`config.mk`:
```
export PLATFORM = sky130hd
export DESIGN_NAME = gf2_quad_chain
export DESIGN_NICKNAME = d
export VERILOG_FILES = /design/src/rtl/gf2_quad_pkg.sv /design/src/rtl/gf2_quad_inst.sv /design/src/rtl/gf2_quad_stage.sv /design/src/rtl/gf2_quad_chain.sv
export SDC_FILE = /design/constraint.sdc
export NUM_CORES = 1
export LEC_CHECK = 0
export ABC_CLOCK_PERIOD_IN_PS = 7200
export BUFFER_PORTS_ARGS = -buffer_cell sky130_fd_sc_hd__buf_2
export CORE_ASPECT_RATIO = 0.75
export CORE_UTILIZATION = 45
export CTS_BUF_LIST = sky130_fd_sc_hd__clkbuf_2 sky130_fd_sc_hd__clkbuf_4 sky130_fd_sc_hd__clkbuf_8
export DETAILED_ROUTE_END_ITERATION = 10
export GPL_ROUTABILITY_DRIVEN = 0
export SLEW_MARGIN = 0
export SYNTH_ARGS = -nofsm -noshare
export SYNTH_HDL_FRONTEND = slang
export SYNTH_SLANG_ARGS = --single-unit
```
`constraint.sdc`:
```
create_clock -name clk -period 7.2 [get_ports clk]
set_input_delay 0.72 -clock clk [delete_from_list [all_inputs] [get_ports clk]]
set_output_delay 0.72 -clock clk [all_outputs]
set_load 0.03 [all_outputs]
```
`src/rtl/gf2_quad_pkg.sv`:
```
package gf2_quad_pkg;

    localparam int MAX_K_W = 6;   // up to 64 variables
    localparam int MAX_A_W = 11;  // up to 2016 pairs

    typedef enum logic [1:0] {
        LK_Y  = 2'd0,
        LK_D1 = 2'd1,
        LK_D2 = 2'd2,
        LK_NONE = 2'd3
    } load_kind_e;

    typedef struct packed {
        logic               en;
        logic               k2ok;
        logic [MAX_K_W-1:0] k1;
        logic [MAX_A_W-1:0] addr;
    } step_t;

    function automatic int pair_count(input int n);
        return (n * (n - 1)) / 2;
    endfunction

    function automatic int width_of(input int n);
        return (n > 1) ? $clog2(n) : 1;
    endfunction

endpackage

```
`src/rtl/gf2_quad_inst.sv`:
```
module gf2_quad_inst #(
    parameter int NVARS = 8,
    parameter int K_W   = 3
) (
    input  logic           clk,
    input  logic           rst,
    input  logic           step_en,
    input  logic [K_W-1:0] k1,
    input  logic           k2ok,
    input  logic           d2bit,
    input  logic           wr_y,
    input  logic           wr_d1,
    input  logic [K_W-1:0] wr_idx,
    input  logic           wr_bit,
    output logic           y_next
);
    logic d1 [NVARS];
    logic y;
    logic d1_new;

    always_comb begin
        d1_new = d1[k1] ^ (k2ok & d2bit);
        y_next = y ^ d1_new;
    end

    always_ff @(posedge clk) begin
        if (rst) begin
            y  <= 1'b0;
            d1 <= '{default: 1'b0};
        end else if (step_en) begin
            d1[k1] <= d1_new;
            y      <= y_next;
        end else begin
            if (wr_d1) d1[wr_idx] <= wr_bit;
            if (wr_y)  y          <= wr_bit;
        end
    end
endmodule

```
`src/rtl/gf2_quad_stage.sv`:
```
module gf2_quad_stage
    import gf2_quad_pkg::*;
#(
    parameter int NVARS  = 8,
    parameter int NINST  = 4,
    parameter int K_W    = 3,
    parameter int A_W    = 5,
    parameter int IDX_W  = 5,
    parameter int INST_W = 2
) (
    input  logic              clk,
    input  logic              rst,
    input  step_t             bus_in,
    input  logic [NINST-1:0]  flag_in,
    input  logic              ld_hit,
    input  load_kind_e        ld_kind,
    input  logic [INST_W-1:0] ld_inst,
    input  logic [IDX_W-1:0]  ld_idx,
    input  logic              ld_bit,
    output step_t             bus_out,
    output logic [NINST-1:0]  flag_out,
    output logic              flag_vld
);
    localparam int NPAIR = pair_count(NVARS);

    step_t            bus_q;
    logic             tbl [NPAIR];
    logic             d2bit;
    logic [A_W-1:0]   rd_a;
    logic [NINST-1:0] ynext;
    logic [NINST-1:0] flag_q;
    logic             vld_q;

    always_comb begin
        rd_a  = bus_q.addr[A_W-1:0];
        d2bit = (int'(rd_a) < NPAIR) ? tbl[rd_a] : 1'b0;
    end

    always_ff @(posedge clk) begin
        if (rst) begin
            bus_q  <= '0;
            tbl    <= '{default: 1'b0};
            flag_q <= '0;
            vld_q  <= 1'b0;
        end else begin
            bus_q <= bus_in;
            vld_q <= bus_q.en;
            if (bus_q.en) flag_q <= flag_in | ynext;
            if (!bus_in.en && !bus_q.en && ld_hit && ld_kind == LK_D2
                && int'(ld_idx[A_W-1:0]) < NPAIR)
                tbl[ld_idx[A_W-1:0]] <= ld_bit;
        end
    end

    for (genvar i = 0; i < NINST; i++) begin : g_inst
        logic sel;
        assign sel = ld_hit && (ld_inst == INST_W'(i));
        gf2_quad_inst #(.NVARS(NVARS), .K_W(K_W)) u_inst (
            .clk    (clk),
            .rst    (rst),
            .step_en(bus_q.en),
            .k1     (bus_q.k1[K_W-1:0]),
            .k2ok   (bus_q.k2ok),
            .d2bit  (d2bit),
            .wr_y   (sel && ld_kind == LK_Y),
            .wr_d1  (sel && ld_kind == LK_D1),
            .wr_idx (ld_idx[K_W-1:0]),
            .wr_bit (ld_bit),
            .y_next (ynext[i])
        );
    end

    assign bus_out  = bus_q;
    assign flag_out = flag_q;
    assign flag_vld = vld_q;
endmodule

```
`src/rtl/gf2_quad_chain.sv`:
```
module gf2_quad_chain
    import gf2_quad_pkg::*;
#(
    parameter int NVARS  = 8,
    parameter int NEQ    = 2,
    parameter int NINST  = 4,
    localparam int K_W    = width_of(NVARS),
    localparam int A_W    = width_of(pair_count(NVARS)),
    localparam int IDX_W  = (K_W > A_W) ? K_W : A_W,
    localparam int EQ_W   = width_of(NEQ),
    localparam int INST_W = width_of(NINST)
) (
    input  logic              clk,
    input  logic              rst,
    input  logic              in_en,
    input  logic [K_W-1:0]    in_k1,
    input  logic              in_k2ok,
    input  logic [A_W-1:0]    in_addr,
    input  logic              ld_en,
    input  logic [1:0]        ld_sel,
    input  logic [EQ_W-1:0]   ld_eq,
    input  logic [INST_W-1:0] ld_inst,
    input  logic [IDX_W-1:0]  ld_idx,
    input  logic              ld_bit,
    output logic              sol_valid,
    output logic [NINST-1:0]  sol
);
    step_t            bus  [NEQ+1];
    logic [NINST-1:0] flg  [NEQ+1];
    logic             vld  [NEQ];
    logic [NEQ-1:0]   stg_en;
    load_kind_e       ld_kind;

    always_comb begin
        bus[0]      = '0;
        bus[0].en   = in_en;
        bus[0].k2ok = in_k2ok;
        bus[0].k1   = MAX_K_W'(in_k1);
        bus[0].addr = MAX_A_W'(in_addr);
        flg[0]      = '0;
        ld_kind     = load_kind_e'(ld_sel);
    end

    for (genvar j = 0; j < NEQ; j++) begin : g_eq
        gf2_quad_stage #(
            .NVARS(NVARS), .NINST(NINST), .K_W(K_W), .A_W(A_W),
            .IDX_W(IDX_W), .INST_W(INST_W)
        ) u_stage (
            .clk     (clk),
            .rst     (rst),
            .bus_in  (bus[j]),
            .flag_in (flg[j]),
            .ld_hit  (ld_en && (ld_eq == EQ_W'(j))),
            .ld_kind (ld_kind),
            .ld_inst (ld_inst),
            .ld_idx  (ld_idx),
            .ld_bit  (ld_bit),
            .bus_out (bus[j+1]),
            .flag_out(flg[j+1]),
            .flag_vld(vld[j])
        );
        assign stg_en[j] = bus[j+1].en;
    end

    assign sol       = flg[NEQ];
    assign sol_valid = vld[NEQ-1];
endmodule

```
==> results of run 1 <==
## per-stage QoR
| stage | worst slack (ns) | utilization | total power [mW] | hold WS, ns | cell area, um2 |
|---|---|---|---|---|---|
| 2_1_floorplan | 4.709 | - | 1.059 | 0.4334 | 8342 |
| 3_3_place_gp | 4.216 | 0.4802 | 1.117 | 0.4724 | 8579 |
| 3_5_place_dp | 4.188 | 0.4802 | 1.117 | 0.4687 | 8579 |
| 4_1_cts | 4.173 | 0.5018 | 1.776 | 0.4240 | 8966 |
| 5_1_grt | 3.921 | 0.5018 | 1.833 | 0.4351 | 8966 |
| 6_report | 4.196 | 0.5018 | 1.772 | 0.4384 | 8966 |
## cell type report
| type | count | area share |
|---|---|---|
| multi-input cells | 713 | 0.5441 |
| flip-flops and latches | 157 | 0.3505 |
| well taps | 242 | 0.03377 |
| clock buffers | 17 | 0.02610 |
| repair buffers | 40 | 0.02596 |
| clock inverters | 15 | 0.01702 |
| inverters | 6 | 0.002512 |
## worst max-delay path: cells and delay by family, from the launching register on
| kind | cells | cell delay, ns |
|---|---|---|
| AO/OA/AOI/OAI | 3 | 1.21 |
| flip-flops | 1 | 0.88 |
| multiplexers | 1 | 0.42 |
| XOR/XNOR | 1 | 0.37 |
## flip-flops by register name, indices dropped and copies added (netlist names)
| signal | count |
|---|---|
| g_eq.u_stage.flag_vld | 1 |
| g_eq.u_stage.flag_out | 8 |
| g_eq.u_stage.g_inst.u_inst.y | 8 |
| g_eq.u_stage.g_inst.u_inst.d1 | 64 |
| g_eq.u_stage.tbl | 56 |
| g_eq.u_stage.bus_out | 20 |
## where the power goes
group          internal (mW)  switching (mW)  leakage [nW]
Sequential             0.885          0.0245          1.27
Combinational         0.0622           0.131          1.41
Clock                  0.286           0.383         0.195
Total                   1.23           0.538          2.88
## per-layer routing
metal | wire, um | part of all wire | vias to the layer above | GRT usage
li1 | - | - | 3485 | -
met1 | 12310 | 0.48 | 3500 | 0.4308
met2 | 10520 | 0.41 | 380 | 0.3865
met3 | 2306 | 0.090 | 40 | 0.04217
met4 | 407 | 0.016 | 0 | 0.07692
met5 | 0 | 0 | - | 0
## path summary, 6_finish.rpt
path | startpoint | to | depth (start not counted)
setup / recovery | g_eq[1].u_stage.bus_out[11]$_SDFF_PP0_ | g_eq[1].u_stage.g_inst[0].u_inst.d1[1]$_SDFFE_PP0P_ | 5
hold / removal | in_addr[3] | g_eq[0].u_stage.bus_out[3]$_SDFF_PP0_ | 2
setup reg to reg | g_eq[1].u_stage.bus_out[11]$_SDFF_PP0_ | g_eq[1].u_stage.g_inst[0].u_inst.d1[1]$_SDFFE_PP0P_ | 5
hold reg to reg | g_eq[0].u_stage.tbl[3]$_SDFFE_PP0P_ | g_eq[0].u_stage.tbl[3]$_SDFFE_PP0P_ | 2
## kinds of logic after synthesis
kind of cell,synth area share
AND/OR/NAND/NOR,0.1872
AO/OA/AOI/OAI,0.2422
flip-flops,0.3768
multiplexers,0.1275
buffers and inverters,0.03840
XOR/XNOR,0.02790
## cell usage in the layout (no fill, tap or decap), drive strengths merged, types with 10 or more instances in the layout
master / n
a2111oi: 65
a211oi: 36
a21oi: 107
buf: 40
clkbuf: 17
dfxtp: 157
inv: 14
mux2i: 50
mux4: 20
nand2: 59
nor2: 190
nor2b: 25
nor3: 11
o21ai: 10
o22ai: 13
xnor2: 14
==> impl_metrics.csv, run 1 <==
group,metric,value,unit
status,outcome,"finished clean",
floorplan,dieWidth,159.2,um
clock_network,cts_max_level,4,
critical_path,path_class,"flip-flop to flip-flop",
sta,fmax,0.3329,GHz
clock_network,worstSkewPairLatency,0.48,ns
clock_network,clkTransAtPathRegs,0.10,ns
layout,num_antenna_cells,0,
sta,setup_viol,0,
clock_network,cts_resized,0,
route,drt_iter0_markers,1136,
layout,seqCellArea,3143,um2
layout,nets,959,
sta,fin_skew,0.01825,ns
route,drc,0,
global_route,antenna_found_initial,0,
yosys,synth.area.top_cells,"dfxtp_1 38%, nor2_1 8.5%, a21oi_1 6.4%",
route,drt-vias-per-instance,6.223,
placed_design,port_buffers,28,
clock_network,root_buffer,"clkbuf_8",
sta,fin_crit_sh,0.4172,
power,leakage,2.880,nW
clock_network,clock_sinks,157,
yosys,yosysSeqAreaShare,0.3768,
critical_path,arrival,3.35,ns
placed_design,dp.cells,1158,
yosys,avgSynthCellArea,8.874,um2
yosys,synth_top_area_frac,0.3768,
yosys,ys_top_cells_by_count,"188 x nor2_1, 157 x dfxtp_1, 107 x a21oi_1",
sta,worstMarginPinSlew,1.197,ns
global_route,first_global_vias,6771,
global_route,grt.total_usage,0.2760,
route,firstDrtPassIters,8,
global_route,grt-ovfl-total,0,
yosys,synth_most_common_cell,"nor2_1",
sta,finalCriticalPeriod,3.004,ns
critical_path,crit_required,7.55,ns
critical_path,critPathLaunchType,"flip-flop",
floorplan,ioPinCount,29,
floorplan,die_h,119.9,um
flow_run,drv_cap,0,
yosys,yosysWarnings,0,
power,peakVddDrop,86.33,uV
clock_network,post_cts_buffers,0,
clock_network,numCtsBuffers,17,
yosys,synth_cell_types,70,
critical_path,cp-end-kind,"flip-flop",
power,power.density,197.6,nW/um2
yosys,syn_inst,940,
sta,slew_viol_final,0,
clock_network,clockBufferDepth,2,
critical_path,setup.reg_to_reg.worst_slack,4.20,ns
clock_network,cts_hold_buf,0,
floorplan,core,17870,um2
layout,syn2layout_area_growth,7.485,%
route,ant_nets,0,
yosys,yosysTopAreaCell,"dfxtp_1",
layout,instances_no_fill,1190,
layout,fill_cells,1709,
yosys,syn_area,8342,um2
sta,hold_viol,0,
min_path,hold_class,"primary input to flip-flop",
yosys,async_reset_ff_frac,0,
floorplan,rows,42,
layout,multi_input_area,4878,um2
yosys,postSynthRegisterBits,157,
yosys,syn-num-nets,964,
yosys,synth_edf_count,0,
critical_path,slowest_delay,0.88,ns
route,drt_wl_total,25540,um
route,via_count,7405,
floorplan,start_util,0.4669,
critical_path,cp_slowest_cell,"dfxtp_1",
sta,slew_headroom,0.2021,
global_route,grt_max_degree,70,
critical_path,cp_max_fo,15,
global_route,grt_pass1_wl,40010,um
layout,drive_gt1_frac,0.1382,
clock_network,cts_tree,"done",
sta,setup_tns,0,ns
yosys,ys.flop_type,"dfxtp_1",
placed_design,hpwl,17600,um
floorplan,fp.dieArea,19090,um2
critical_path,crit_chain,"mux2_2 > a22o_1 > a211oi_1 > xnor2_1 > a2111oi_0",
sta,rsz0062_at_grt,"no",
route,avgRoutedWirePerCell,21.46,um
Power figures use the tool's default switching activity.
==> run 2, diff against run 1 <==
- ABC_CLOCK_PERIOD_IN_PS: 7200 -> 2900
- clock period: 7.2 -> 2.9 ns (I/O delays scaled with it)
==> run 2 against run 1 <==
Against the previous run: non-clock buffer count increased by 28; sequential share of layout area is 0.93 points lower; via count fell by 0.19%; fmax rose by 10%; combinational power rose to 2.7 times the previous value; worst setup slack got worse by 4.0 ns; global-route usage down 0.19 points; clock skew decreased by 0.0014 ns; critical path depth is 2 higher; largest power group unchanged.
==> impl_metrics.csv, run 2 (same netlist as run 1, synthesis figures left out) <==
group,metric,value,unit
placed_design,port_buffers,28,
layout,layout.cells.most_common,"nor2_1",
global_route,grt_pass1_wl,40340,um
sta,setup_viol,0,
critical_path,arrival,3.06,ns
critical_path,path_class,"flip-flop to flip-flop",
layout,syn2layout_area_growth,10.45,%
route,drt_iter0_markers,841,
sta,slew_viol_final,0,
layout,final_cell_area,9214,um2
floorplan,core,17870,um2
layout,num_antenna_cells,0,
floorplan,start_util,0.4669,
clock_network,cts_hold_buf,0,
global_route,grt-ovfl-total,0,
clock_network,worstSkewPairLatency,0.48,ns
critical_path,slowest_delay,0.51,ns
placed_design,hpwl,17870,um
sta,fin_skew,0.01682,ns
layout,utilization,0.5157,
critical_path,cp_max_fo,8,
layout,regMostFlops,"g_eq.u_stage.g_inst.u_inst.d1",
sta,worstMarginPinSlew,1.180,ns
status,outcome,"finished clean",
layout,drive_gt1_frac,0.1639,
power,comb_power_share,0.118,
global_route,first_global_vias,6962,
layout,largest_reg_flops,64,
clock_network,numCtsBuffers,17,
floorplan,ioPinCount,29,
sta,finalCriticalPeriod,2.728,ns
critical_path,crit_chain,"buf_4 > mux4_2 > a32oi_1 > o211ai_1 > nor2_4 > xnor2_1 > a2111oi_0",
route,via_count,7391,
route,avgRoutedWirePerCell,20.88,um
min_path,hold_class,"primary input to flip-flop",
critical_path,crit_required,3.24,ns
power,p_seq_frac,0.506,
global_route,grt_max_degree,102,
power,internal-power,3.031,mW
sta,hold_viol,0,
critical_path,cp-end-kind,"flip-flop",
clock_network,root_buffer,"clkbuf_8",
route,drt-vias-per-instance,6.068,
clock_network,clkTransAtPathRegs,0.11,ns
clock_network,cts_max_level,4,
critical_path,critPathLaunchType,"flip-flop",
floorplan,die_h,119.9,um
layout,final_cell_mix,"188 x nor2_1, 156 x dfxtp_1, 107 x a21oi_1",
clock_network,cts_tree,"done",
sta,slew_headroom,0.2130,
layout,nets,987,
power,leakage,3.024,nW
route,firstDrtPassIters,5,
floorplan,dieWidth,159.2,um
sta,rsz0062_at_grt,"no",
placed_design,placed_area,8802,um2
route,ant_nets,0,
route,drc,0,
global_route,antenna_found_initial,0,
critical_path,cp_slowest_cell,"mux4_2",
power,peakVddDrop,272.3,uV
floorplan,fp.dieArea,19090,um2
route,drt_wl_total,25440,um
sta,fmax,0.3665,GHz
sta,fin_crit_sh,0.9408,
power,p_total,4.444,mW
clock_network,clockBufferDepth,2,
clock_network,clock_sinks,157,
floorplan,rows,42,
power,clock_power_share,0.377,
global_route,grt.total_usage,0.2740,
sta,setup_tns,0,ns
power,power.switching,1.413,mW
flow_run,drv_cap,0,
power,switching_share,0.3180,
power,power.density,482.4,nW/um2
[run 2: cell count changes in the layout (fill, tap and decap cells not counted), moves of 2 or more]
cell,delta
clkinv_2,-2
buf_4,+27
clkinv_8,+4
a2111oi_1,+4
a2111oi_0,-4
inv_6,-2
[run 2: cell type report]
cell class	count	area, um2
clock buffers	17	234.0
clock inverters	15	171.4
fillers	1719	8653
inverters	6	22.52
multi-input cells	713	4883
flip-flops and latches	157	3144
well taps	242	302.8
repair buffers	68	455.4
[run 2: metal layers]
layer  vias up  global-route usage  part of all wire
li1       3538                   -                 -
met1      3527              0.4092              0.48
met2       276              0.3925              0.42
met3        50             0.05773             0.069
met4         0             0.08053             0.023
met5         -                   0                 0
[run 2: worst paths after layout]
check,startpoint,to,slack [ns],depth (start not counted)
worst min register to register,g_eq[0].u_stage.flag_out[0]$_SDFFE_PP0P_,g_eq[1].u_stage.flag_out[0]$_SDFFE_PP0P_,0.48,1
worst max-delay path,g_eq[1].u_stage.bus_out[1]$_SDFF_PP0_,g_eq[1].u_stage.g_inst[3].u_inst.d1[6]$_SDFFE_PP0P_,0.17,7
worst min-delay path,in_addr[2],g_eq[0].u_stage.bus_out[2]$_SDFF_PP0_,0.01,2
worst max register to register,g_eq[1].u_stage.bus_out[1]$_SDFF_PP0_,g_eq[1].u_stage.g_inst[3].u_inst.d1[6]$_SDFFE_PP0P_,0.17,7
[run 2: worst max-delay path: cells and delay by family (launching register included)]
family,cells,cell delay [ns]
DFF,1,0.36
and+or+nand+nor,1,0.28
xor gates and xnor gates,1,0.27
AOI/OAI and AO/OA,3,1.01
muxes,1,0.51
buffers and inverters,1,0.16
[run 2: repair_timing]
| item | 4_1_cts | 5_1_grt |
|---|---|---|
| buffers inserted | 0 | 0 |
| endpoints found under the hold margin | 0 | 0 |
| setup endpoints to repair | 0 | 6 |
| resized for setup | 0 | 5 |
[run 2: power by group through the flow]
| stage | Clock, mW | Sequential, mW | Combinational (mW) |
|---|---|---|---|
| 5_1_grt | 1.79 | 2.25 | 0.558 |
| 3_3_place_gp | 0 | 2.29 | 0.510 |
| 6_report | 1.68 | 2.25 | 0.522 |
| 4_1_cts | 1.70 | 2.25 | 0.513 |
| 2_1_floorplan | 0 | 2.27 | 0.362 |
| 3_5_place_dp | 0 | 2.30 | 0.511 |
[run 2: stage by stage]
stage | hold slack [ns] | instances | setup slack (ns)
6_report | 0.01433 | 1218 | 0.1715
5_1_grt | 0.00003036 | 1218 | 0.02820
2_1_floorplan | 0.4182 | 940 | 0.4094
3_5_place_dp | 0.4591 | 1186 | 0.2134
4_1_cts | 0.005792 | 1218 | 0.1819
3_3_place_gp | 0.4638 | 1186 | 0.2791
